--- src/rtl/msq_pkg.sv ---
package msq_pkg;

    localparam int POS_W = 6;
    localparam int QTR_W = POS_W - 2;

    typedef enum logic [1:0] {
        S_SLEEP,
        S_SETTLE,
        S_HOLD_HOME,
        S_RUN
    } seq_state_e;

    typedef enum logic [2:0] {
        MD_SLEEP_LO   = 3'b000,
        MD_FULL       = 3'b001,
        MD_HALF_FINE  = 3'b010,
        MD_HALF_BOOST = 3'b011,
        MD_QUARTER    = 3'b100,
        MD_EIGHTH     = 3'b101,
        MD_SIXTEENTH  = 3'b110,
        MD_SLEEP_HI   = 3'b111
    } mode_e;

    typedef struct packed {
        logic             sleep;
        logic             boost;
        logic [POS_W-1:0] stride;
        logic [POS_W-1:0] home_pos;
    } mode_cfg_t;

endpackage

--- src/rtl/msq_sync.sv ---
module msq_sync #(
    parameter int STAGES = 2
) (
    input  logic clk_i,
    input  logic rst_ni,
    input  logic d_i,
    output logic q_o
);
    logic [STAGES-1:0] chain_q;

    for (genvar g = 0; g < STAGES; g++) begin : g_stage
        if (g == 0) begin : g_first
            always_ff @(posedge clk_i or negedge rst_ni) begin
                if (!rst_ni) chain_q[g] <= 1'b0;
                else         chain_q[g] <= d_i;
            end
        end else begin : g_next
            always_ff @(posedge clk_i or negedge rst_ni) begin
                if (!rst_ni) chain_q[g] <= 1'b0;
                else         chain_q[g] <= chain_q[g-1];
            end
        end
    end

    assign q_o = chain_q[STAGES-1];
endmodule

--- src/rtl/msq_mode_decode.sv ---
module msq_mode_decode
    import msq_pkg::*;
(
    input  logic [2:0] code_i,
    output mode_cfg_t  cfg_o
);
    localparam logic [POS_W-1:0] STR_16 = POS_W'(1);
    localparam logic [POS_W-1:0] STR_8  = POS_W'(2);
    localparam logic [POS_W-1:0] STR_4  = POS_W'(4);
    localparam logic [POS_W-1:0] STR_2  = POS_W'(1 << (POS_W - 3));
    localparam logic [POS_W-1:0] STR_1  = POS_W'(1 << (POS_W - 2));
    localparam logic [POS_W-1:0] FULL_HOME = POS_W'((1 << POS_W) - (1 << (POS_W - 3)));

    always_comb begin
        cfg_o = '{sleep: 1'b0, boost: 1'b0, stride: STR_16, home_pos: '0};
        unique case (mode_e'(code_i))
            MD_SLEEP_LO, MD_SLEEP_HI: cfg_o.sleep = 1'b1;
            MD_FULL: begin
                cfg_o.stride   = STR_1;
                cfg_o.boost    = 1'b1;
                cfg_o.home_pos = FULL_HOME;
            end
            MD_HALF_FINE:  cfg_o.stride = STR_2;
            MD_HALF_BOOST: begin
                cfg_o.stride = STR_2;
                cfg_o.boost  = 1'b1;
            end
            MD_QUARTER:    cfg_o.stride = STR_4;
            MD_EIGHTH:     cfg_o.stride = STR_8;
            MD_SIXTEENTH:  cfg_o.stride = STR_16;
            default:       cfg_o.sleep  = 1'b1;
        endcase
    end
endmodule

--- src/rtl/msq_level_lut.sv ---
module msq_level_lut
    import msq_pkg::*;
#(
    parameter int LVL_W = 8
) (
    input  logic [POS_W-1:0]        pos_i,
    input  logic                    boost_i,
    output logic signed [LVL_W-1:0] level_o
);
    localparam logic [QTR_W:0] K_PEAK = (QTR_W+1)'(1 << QTR_W);
    localparam logic [QTR_W:0] K_MID  = (QTR_W+1)'(1 << (QTR_W - 1));

    logic [1:0]       quad;
    logic [QTR_W-1:0] off;
    logic [QTR_W:0]   k;
    logic [7:0]       mag8;
    logic [LVL_W-1:0] mag;

    function automatic logic [7:0] sine_mag(input logic [QTR_W:0] idx);
        logic [7:0] m;
        case (idx)
            5'd0:  m = 8'd0;
            5'd1:  m = 8'd10;
            5'd2:  m = 8'd20;
            5'd3:  m = 8'd29;
            5'd4:  m = 8'd38;
            5'd5:  m = 8'd47;
            5'd6:  m = 8'd56;
            5'd7:  m = 8'd63;
            5'd8:  m = 8'd71;
            5'd9:  m = 8'd77;
            5'd10: m = 8'd83;
            5'd11: m = 8'd88;
            5'd12: m = 8'd92;
            5'd13: m = 8'd96;
            5'd14: m = 8'd98;
            5'd15: m = 8'd100;
            5'd16: m = 8'd100;
            default: m = 8'd0;
        endcase
        return m;
    endfunction

    always_comb begin
        quad = pos_i[POS_W-1 -: 2];
        off  = pos_i[QTR_W-1:0];
        k    = quad[0] ? (K_PEAK - {1'b0, off}) : {1'b0, off};
        mag8 = (boost_i && k == K_MID) ? 8'd100 : sine_mag(k);
        mag  = LVL_W'(mag8);
        level_o = quad[1] ? $signed(LVL_W'(0) - mag) : $signed(mag);
    end
endmodule

--- src/rtl/msq_indexer.sv ---
module msq_indexer #(
    parameter int SYNC_STAGES = 2,
    parameter int HOLD_CYCLES = 10000,
    parameter int LVL_W       = 8
) (
    input  logic                    clk_i,
    input  logic                    rst_ni,
    input  logic                    step_i,
    input  logic                    dir_i,
    input  logic                    home_ni,
    input  logic [2:0]              mode_i,
    output logic signed [LVL_W-1:0] lvl_a_o,
    output logic signed [LVL_W-1:0] lvl_b_o,
    output logic                    home_pull_o
);
    import msq_pkg::*;

    localparam int               CNT_W     = $clog2(HOLD_CYCLES + 1);
    localparam logic [CNT_W-1:0] HOLD_LAST = CNT_W'(HOLD_CYCLES - 1);
    localparam int               N_PHASE   = 2;

    // synchronized step / direction and edge detection
    logic step_s, dir_s, step_d, step_rise;

    msq_sync #(.STAGES(SYNC_STAGES)) u_sync_step (
        .clk_i(clk_i), .rst_ni(rst_ni), .d_i(step_i), .q_o(step_s));
    msq_sync #(.STAGES(SYNC_STAGES)) u_sync_dir (
        .clk_i(clk_i), .rst_ni(rst_ni), .d_i(dir_i), .q_o(dir_s));

    always_ff @(posedge clk_i or negedge rst_ni) begin
        if (!rst_ni) step_d <= 1'b0;
        else         step_d <= step_s;
    end
    assign step_rise = step_s & ~step_d;

    // mode decode: live code and the code in force
    logic [2:0] mode_q;
    mode_cfg_t  cfg_in, cfg_q;
    logic       mode_chg;

    msq_mode_decode u_dec_in  (.code_i(mode_i), .cfg_o(cfg_in));
    msq_mode_decode u_dec_cur (.code_i(mode_q), .cfg_o(cfg_q));
    assign mode_chg = (mode_i != mode_q);

    // controller state
    seq_state_e       st_q, st_d;
    logic [POS_W-1:0] pos_q, pos_d;
    logic [CNT_W-1:0] cnt_q, cnt_d;

    always_comb begin
        st_d  = st_q;
        pos_d = pos_q;
        cnt_d = cnt_q;
        if (cfg_in.sleep) begin
            st_d  = S_SLEEP;
            pos_d = '0;
            cnt_d = '0;
        end else begin
            unique case (st_q)
                S_SLEEP: begin
                    st_d  = S_SETTLE;
                    cnt_d = '0;
                    pos_d = cfg_in.home_pos;
                end
                S_SETTLE: begin
                    pos_d = cfg_in.home_pos;
                    if (cnt_q == HOLD_LAST) begin
                        st_d = home_ni ? S_RUN : S_HOLD_HOME;
                    end else begin
                        cnt_d = cnt_q + CNT_W'(1);
                    end
                end
                S_HOLD_HOME: begin
                    pos_d = cfg_in.home_pos;
                    if (home_ni) st_d = S_RUN;
                end
                S_RUN: begin
                    if (!home_ni) begin
                        st_d  = S_HOLD_HOME;
                        pos_d = cfg_in.home_pos;
                    end else if (mode_chg) begin
                        pos_d = cfg_in.home_pos;
                    end else if (step_rise) begin
                        pos_d = dir_s ? (pos_q - cfg_q.stride) : (pos_q + cfg_q.stride);
                    end
                end
                default: st_d = S_SLEEP;
            endcase
        end
    end

    always_ff @(posedge clk_i or negedge rst_ni) begin
        if (!rst_ni) begin
            st_q   <= S_SLEEP;
            pos_q  <= '0;
            cnt_q  <= '0;
            mode_q <= 3'b000;
        end else begin
            st_q   <= st_d;
            pos_q  <= pos_d;
            cnt_q  <= cnt_d;
            mode_q <= mode_i;
        end
    end

    // two phases: A leads B by a quarter cycle
    logic signed [LVL_W-1:0] phase_lvl [N_PHASE];

    for (genvar g = 0; g < N_PHASE; g++) begin : g_phase
        localparam logic [POS_W-1:0] SHIFT = (g == 0) ? POS_W'(1 << QTR_W) : '0;
        msq_level_lut #(.LVL_W(LVL_W)) u_lut (
            .pos_i  (pos_q + SHIFT),
            .boost_i(cfg_q.boost),
            .level_o(phase_lvl[g])
        );
    end

    always_comb begin
        if (st_q == S_SLEEP) begin
            lvl_a_o     = '0;
            lvl_b_o     = '0;
            home_pull_o = 1'b0;
        end else begin
            lvl_a_o     = phase_lvl[0];
            lvl_b_o     = phase_lvl[1];
            home_pull_o = (pos_q == cfg_q.home_pos);
        end
    end
endmodule

--- config.mk ---
export PLATFORM = sky130hd
export DESIGN_NAME = msq_indexer
export DESIGN_NICKNAME = d
export VERILOG_FILES = /design/src/rtl/msq_pkg.sv /design/src/rtl/msq_sync.sv /design/src/rtl/msq_mode_decode.sv /design/src/rtl/msq_level_lut.sv /design/src/rtl/msq_indexer.sv
export SDC_FILE = /design/constraint.sdc
export NUM_CORES = 1
export LEC_CHECK = 0
export BUFFER_PORTS_ARGS = -buffer_cell sky130_fd_sc_hd__buf_2
export CORE_ASPECT_RATIO = 0.5
export CORE_MARGIN = 3
export CORE_UTILIZATION = 45
export DETAILED_ROUTE_END_ITERATION = 6
export GPL_ROUTABILITY_DRIVEN = 0
export HOLD_SLACK_MARGIN = 0.12
export MAX_ROUTING_LAYER = met4
export SKIP_CTS_REPAIR_TIMING = 1
export SYNTH_ARGS = -nofsm -noshare
export SYNTH_HDL_FRONTEND = slang
export SYNTH_SLANG_ARGS = --single-unit
--- constraint.sdc ---
create_clock -name clk_i -period 9.1 [get_ports clk_i]
set_input_delay 0.455 -clock clk_i [delete_from_list [all_inputs] [get_ports clk_i]]
set_output_delay 0.455 -clock clk_i [all_outputs]
set_load 0.005 [all_outputs]
=== After elaboration in Yosys (flattened, before gate mapping) ===
Memory sizes are Yosys's and may differ from the RTL's.
Cells that the tools add are included.

* Register bits: 30
* Bits in read-only memories: 448
* Bits of input ports: 8
* Output and inout port bits: 17
* Logic and storage cells: 81
* Memories kept: 2

{| class="wikitable"
|+ Memories
! name !! depth !! width !! rd ports !! clocked after memory_dff !! write ports !! RTL line !! source
|-
| (no name shown) || 32 || 7 || 1 || 0 || 0 || msq_level_lut.sv:21 || <nowiki>case (idx)</nowiki>
|-
| (no name shown) || 32 || 7 || 1 || 0 || 0 || msq_level_lut.sv:21 ||
|}

* Add/subtract/negate cells: 8
* Equality and inequality tests: 20
* Muxes and demuxes: 29
* Bitwise logic cells: 2
* Reduce and logical (&&, ||, !) cells: 11

{| class="wikitable"
|+ Operators by type and width
! operator !! number
|-
| 8-bit two-way mux || 6
|-
| 6-bit two-way mux || 7
|-
| 14-bit two-way mux || 2
|-
| 14-bit case mux with 2 select lines || 1
|-
| 5-bit case mux with 4 select lines || 1
|-
| 1-bit by 8-bit subtractor with 8-bit output, first input constant || 2
|-
| 14-bit by 1-bit adder with 14-bit output, second input constant || 1
|-
| 14-bit equality test, second input constant || 1
|-
| 3-bit != test, second input constant || 4
|-
| 6-bit case mux with 2 select lines || 1
|-
| 5-bit by 4-bit equality test with 1-bit output, second input constant || 2
|-
| 5-bit two-way mux || 2
|-
| 5-bit by 4-bit subtractor with 5-bit output, first input constant || 2
|-
| 3-bit equality test, second input constant || 3
|-
| 2-bit two-way mux || 4
|-
| 2-bit case mux with 4 select lines || 1
|-
| 6-bit by 5-bit adder with 6-bit output, second input constant || 1
|-
| 6-bit adder || 1
|-
| 3-bit by 1-bit equality test with 1-bit output, second input constant || 2
|-
| 3-bit by 2-bit equality test with 1-bit output, second input constant || 2
|-
| 6-bit equality test || 1
|-
| 2-bit OR reduction || 3
|-
| 6-bit subtractor || 1
|-
| 5-bit != test, second input constant || 1
|-
| other kinds (13) || 18
|}

=== Longest topological paths before layout ===
* Depth after elaboration: 10
* Depth in mapped cells: 16
* Gate-level depth less buffers: 15

=== Hierarchy ===
A second synthesis with hierarchy kept.

* Cells, all modules: 448
* Area, all modules: 3,612.2 um^2

{| class="wikitable"
|+ By module, submodules not included
! module !! instances !! cells each !! area an instance (um^2) !! sequential area each (um^2)
|-
| msq_indexer || 1 || 200 || 1,785.5 || 650.6
|-
| msq_level_lut || 2 || 104 || 747.0 || 0.0
|-
| msq_mode_decode || 2 || 18 || 116.4 || 0.0
|-
| msq_sync || 2 || 2 || 50.0 || 50.0
|}

=== Least setup slack after synthesis ===
Ideal clock, no wire load.

* Path type: register to output
* Start point: register pos_q[0]
* End point: output port lvl_b_o[6]
* Arrival: 3.297 ns
* Data required time: 8.645 ns
* Slack: 5.348 ns
* Cell stages (with the launch flop): 17
* Path buffers: 1
* Cell sequence: dfrtp_1 > buf_2 > inv_2 > ha_1 > mux2_2 > inv_1 > ha_1 > nand2_1 > o31ai_1 > a211oi_2 > inv_1 > ha_1 > inv_1 > or3_1 > o41ai_2 > xnor2_1 > nor2_1

* Word-level cells in the longest chain between the ends: 8
* Elaborated cells between the ends (all ways): 9
* Those cells by class: 2 x add/sub; 1 x eq/ne; 4 x mux; 1 x reduce/logical; 1 x memory

{| class="wikitable"
|+ Ends and longest elaborated chain
! element !! RTL line !! source
|-
| start, declared || msq_indexer.sv:47 || <nowiki>logic [POS_W-1:0] pos_q, pos_d;</nowiki>
|-
| start signal, assigned || msq_indexer.sv:100 || <nowiki>pos_q <= pos_d;</nowiki>
|-
| 5-bit by 4-bit subtractor with 5-bit output || msq_level_lut.sv:47 || <nowiki>k = quad[0] ? (K_PEAK - {1'b0, off}) : {1'b0, off};</nowiki>
|-
| 5-bit two-way mux * || msq_level_lut.sv:47 ||
|-
| parallel branches: the longest is 2 deep, another holds memory 32 x 7 bit || - ||
|-
| 8-bit two-way mux * || msq_level_lut.sv:48 || <nowiki>mag8 = (boost_i && k == K_MID) ? 8'd100 : sine_mag(k);</nowiki>
|-
| 1-bit by 8-bit subtractor with 8-bit output || msq_level_lut.sv:50 || <nowiki>level_o = quad[1] ? $signed(LVL_W'(0) - mag) : $signed(mag);</nowiki>
|-
| 8-bit two-way mux * || msq_level_lut.sv:50 ||
|-
| 8-bit two-way mux * || msq_indexer.sv:119 || <nowiki>if (st_q == S_SLEEP) begin</nowiki>
|-
| end, declared || msq_indexer.sv:13 || <nowiki>output logic signed [LVL_W-1:0] lvl_b_o,</nowiki>
|}

Mark *: on every way between the ends.

=== Worst setup path in the final report ===
Same ends and word-level chain as after synthesis.

==> metrics.sh <==
NUM_ROWS=20
REGTOREGENDPOINT='pos_q[5]$_DFFE_PN0P_'
DIE_X_UM=124
WORST-R2R-CELL-COUNT=11
MAXCLOCKFREQUENCY_GHz=0.208
WORST-SLEW-PIN-TRANSITION_NS=1.18
DRTANTENNAVIOLNETS=0
BUFFER_PORTS.INSERTED=24
LAYOUT_WORST_PATH_CYCLE_SHARE_PCT=52.9
SYNTH.TOP_CELLS.BY_AREA='dfrtp_1, ha_1, nor2_1, nand2_1, mux2i_1'
SYNTH_ASYNC_SR_FLOP_SHARE_PCT=100
REPORT.FINAL.SLEW_VIOL_COUNT=0
SYNTH_TOP_CELL_BY_AREA='dfrtp_1'
MAXCAPVIOLATIONS=0
YS_SEQ_AREA_SHARE_PCT=24.1
SETUP_TOTAL_NEGATIVE_SLACK_NS=0
DRC=0
LAYOUT.NETS=422
POSTSYNTH.TOPFLOPCELL='dfrtp_1'
GRT_PASS1_WL_MM=12.2
YOSYSWARNINGCOUNT=0
INTERNAL-POWER_W=0.000285
CTS-ROOT-TO-SINK-BUFFERS=2
FINALHOLDVIOLCOUNT=0
CLOCK_SKEW_NS=0.00623
HOLD_PATH.CLASS='input pin to async pin'
TOTAL_NUMBER_OF_CLOCK_TREE_SINKS=30
CLOCK_POWER_SHARE_PCT=40.7
START_KIND='flip-flop'
CLOCK_INSERTION_DELAY_WORST_SKEW_NS=0.27
GRT_MAX_DEGREE=31
SYN_TO_FINAL_GROWTH_PCT=9.47
CLK_TRANSITION_REPORTED_PATHS_NS=0.06
SYNTH.NET_COUNT=408
FP.DIEAREA_SQ_UM=8030
CTS_ROOT_BUFFER='clkbuf_16'
YOSYSUNIQUECELLTYPES=75
FIN_WORST_HOLD_SLACK_NS=0.222
DIE_Y_UM=64.9
YOSYSTOPAREACELLSHARE_PCT=24.1
PIN_COUNT=25
GRT_USE_TOTAL_PCT=19.3
REGTOREGSTARTPOINT='mode_q[1]$_DFF_PN0_'
DETAILEDROUTE.FIRSTPASSITERATIONCOUNT=4
COMB_POWER_SHARE_PCT=22.3
POWER.IR.VDD_WORST_V=0.000109
TIMING.FINAL.CRIT_PERIOD_NS=4.81
VIAS=2812
NETLIST_INSTANCES=378
TIMING.FINAL.SETUP_VIOLATIONS=0
CTS_BUFFERS=5
CRIT_PATH_END_KIND='output pin'
ANTENNA_CELLS_INSERTED=0
SYNTH.MOST_COMMON_CELL='nor2_1'
DRIVE_ABOVE_1_SHARE_PCT=14.5
POWER_DENSITY_nW_PER_UM2=119
SYNTHESIS.AREA_SQ_UM=3120
SWSHARE_PCT=29.6
WORSTSETUPPATHTYPE='flip-flop to output pin'
DRT_ITER0_MARKERS=154
DP.FINAL_HPWL_MM=5.46
RRSETUPSLACK_NS=6.06
CRIT_FANOUT=19
STATIC_LEAKAGE_nW=1.53
RSZ0062_AT_GRT='false'
CORE_OUTLINE_AREA_SQ_UM=6380
SYNTH_EDF_COUNT=0
RESULT_OF_THE_RUN='complete, no violations'
SEQPWRFRAC_PCT=37.0
CP.REQUIRED_NS=8.65
SWITCHINGPOWER_W=0.000120
MAXSLEWHEADROOM_PCT=21.4
INITIAL_UTILIZATION_PCT=48.9
DETAIL_ROUTE.WL_PER_CELL_UM=15.3
POST_DRT_VIA_CELL_RATIO=5.85
FIRST_GLOBAL_VIAS=2527
TOTALPOWERFINAL_W=0.000406
TRITONCTS='built'
SYNTH-SEQ-CELLS=30
FINAL_CORE_UTILIZATION_PCT=53.5
SYNTH.TOP_CELLS.BY_COUNT='nor2_1, nand2_1, dfrtp_1'
FINALWIRELENGTH_MM=7.37
POST_SYNTH.CELL_AREA_AVG_SQ_UM=8.25
GRT_ANTENNA_BEFORE_REPAIR=0
TIMING.CRITICAL_PATH.ARRIVAL_NS=4.36
H-TREE-DEPTH=2
GLOBAL_ROUTE.OVERFLOW_TOTAL=0
power by group through the flow:
stage / Clock (W) / Sequential [W] / Combinational, W
2_1_floorplan: 0 / 0.000147 / 0.0000681
3_3_place_gp: 0 / 0.000152 / 0.0000883
3_5_place_dp: 0 / 0.000152 / 0.0000897
4_1_cts: 0.000170 / 0.000150 / 0.0000904
5_1_grt: 0.000177 / 0.000151 / 0.000102
6_report: 0.000165 / 0.000150 / 0.0000903
logic make-up (layout without fill, tap and decap cells):
kind of cell	Yosys count	in the layout	synth area share [%]
muxes	15	15	5.33
DFF	30	30	24.1
buffers and inverters	34	49	4.81
xor gates and xnor gates	23	23	7.06
and+or+nand+nor	154	154	25.2
AOI/OAI and AO/OA	99	99	24.1
adders and majority gates	23	23	9.39
per-layer routing:
layer | track usage (%) | part of all wire (%) | vias up
met4 | 2.07 | 0.37 | 0
li1 | - | - | 1420
met5 | - | 0 | -
met1 | 26.2 | 50 | 1337
met3 | 3.40 | 4.4 | 5
met2 | 31.2 | 45 | 50
sequential cells by signal, summed over array words and instances, names as in the netlist:
register,flops
cnt_q,14
mode_q,3
pos_q,6
st_q,2
step_d,1
u_sync_dir.chain_q,1
u_sync_dir.q_o,1
u_sync_step.chain_q,1
u_sync_step.q_o,1
worst max-delay path, cell delays in order (launching register included):
cell      delay [ns]
dfrtp_1         0.75
inv_2           0.26
ha_1            0.42
nor2b_1         0.55
mux2_2          0.42
a211oi_1        0.27
a211oi_2        0.11
inv_1           0.11
ha_1            0.14
inv_1           0.05
or3_1           0.38
o41ai_2         0.23
xnor2_1         0.16
nor2_1          0.05
buf_2           0.17
worst max path at each step:
stage	startpoint	end	cells after the start
2_1_floorplan	pos_q[0]$_DFFE_PN0P_	lvl_b_o[6]	16
3_3_place_gp	pos_q[0]$_DFFE_PN0P_	lvl_b_o[6]	14
3_5_place_dp	pos_q[0]$_DFFE_PN0P_	lvl_b_o[6]	14
4_1_cts	pos_q[0]$_DFFE_PN0P_	lvl_b_o[6]	14
5_1_grt	pos_q[0]$_DFFE_PN0P_	lvl_b_o[6]	14
6_report	pos_q[0]$_DFFE_PN0P_	lvl_b_o[6]	14
layout by cell type (no fill, tap or decap), types with 3 or more instances in the layout:
master	Yosys	layout
nor2_1	45	45
nand2_1	31	31
dfrtp_1	30	30
buf_2	3	24
ha_1	21	21
nand3_1	20	20
o21ai_0	19	19
inv_1	16	16
a21oi_1	14	14
xor2_1	12	12
mux2i_1	11	11
nor2b_1	10	10
xnor2_1	10	10
nor3_1	9	9
a211oi_1	8	8
o31ai_1	7	7
or3_1	6	6
and3_1	5	5
a221oi_1	5	5
clkbuf_16	0	5
o21ai_1	4	4
o21a_1	4	4
a21o_1	4	4
nand4_1	4	4
mux2_2	3	3
a31oi_1	3	3
nor4_1	3	3
nor2_2	3	3
and2_1	3	3
area by class of cell:
class                           instances  area (sq um)
Clock buffer                            6           139
Clock inverter                          2          12.5
Fill cell                             613          2970
Inverter                               17          63.8
Multi-Input combinational cell        314          2220
Sequential cell                        30           751
Tap cell                               88           110
Timing Repair Buffer                   24           120
per-stage QoR:
stage | cell area, sq um | setup slack [ns] | std cells
after detailed placement | 3260 | 4.59 | 473
final | 3410 | 4.29 | 481
after CTS | 3410 | 4.29 | 481
after global routing | 3410 | 3.97 | 481
after floorplan | 3120 | 5.35 | 378
after global placement | 3260 | 4.74 | 473
Power figures use the tool's default switching activity.
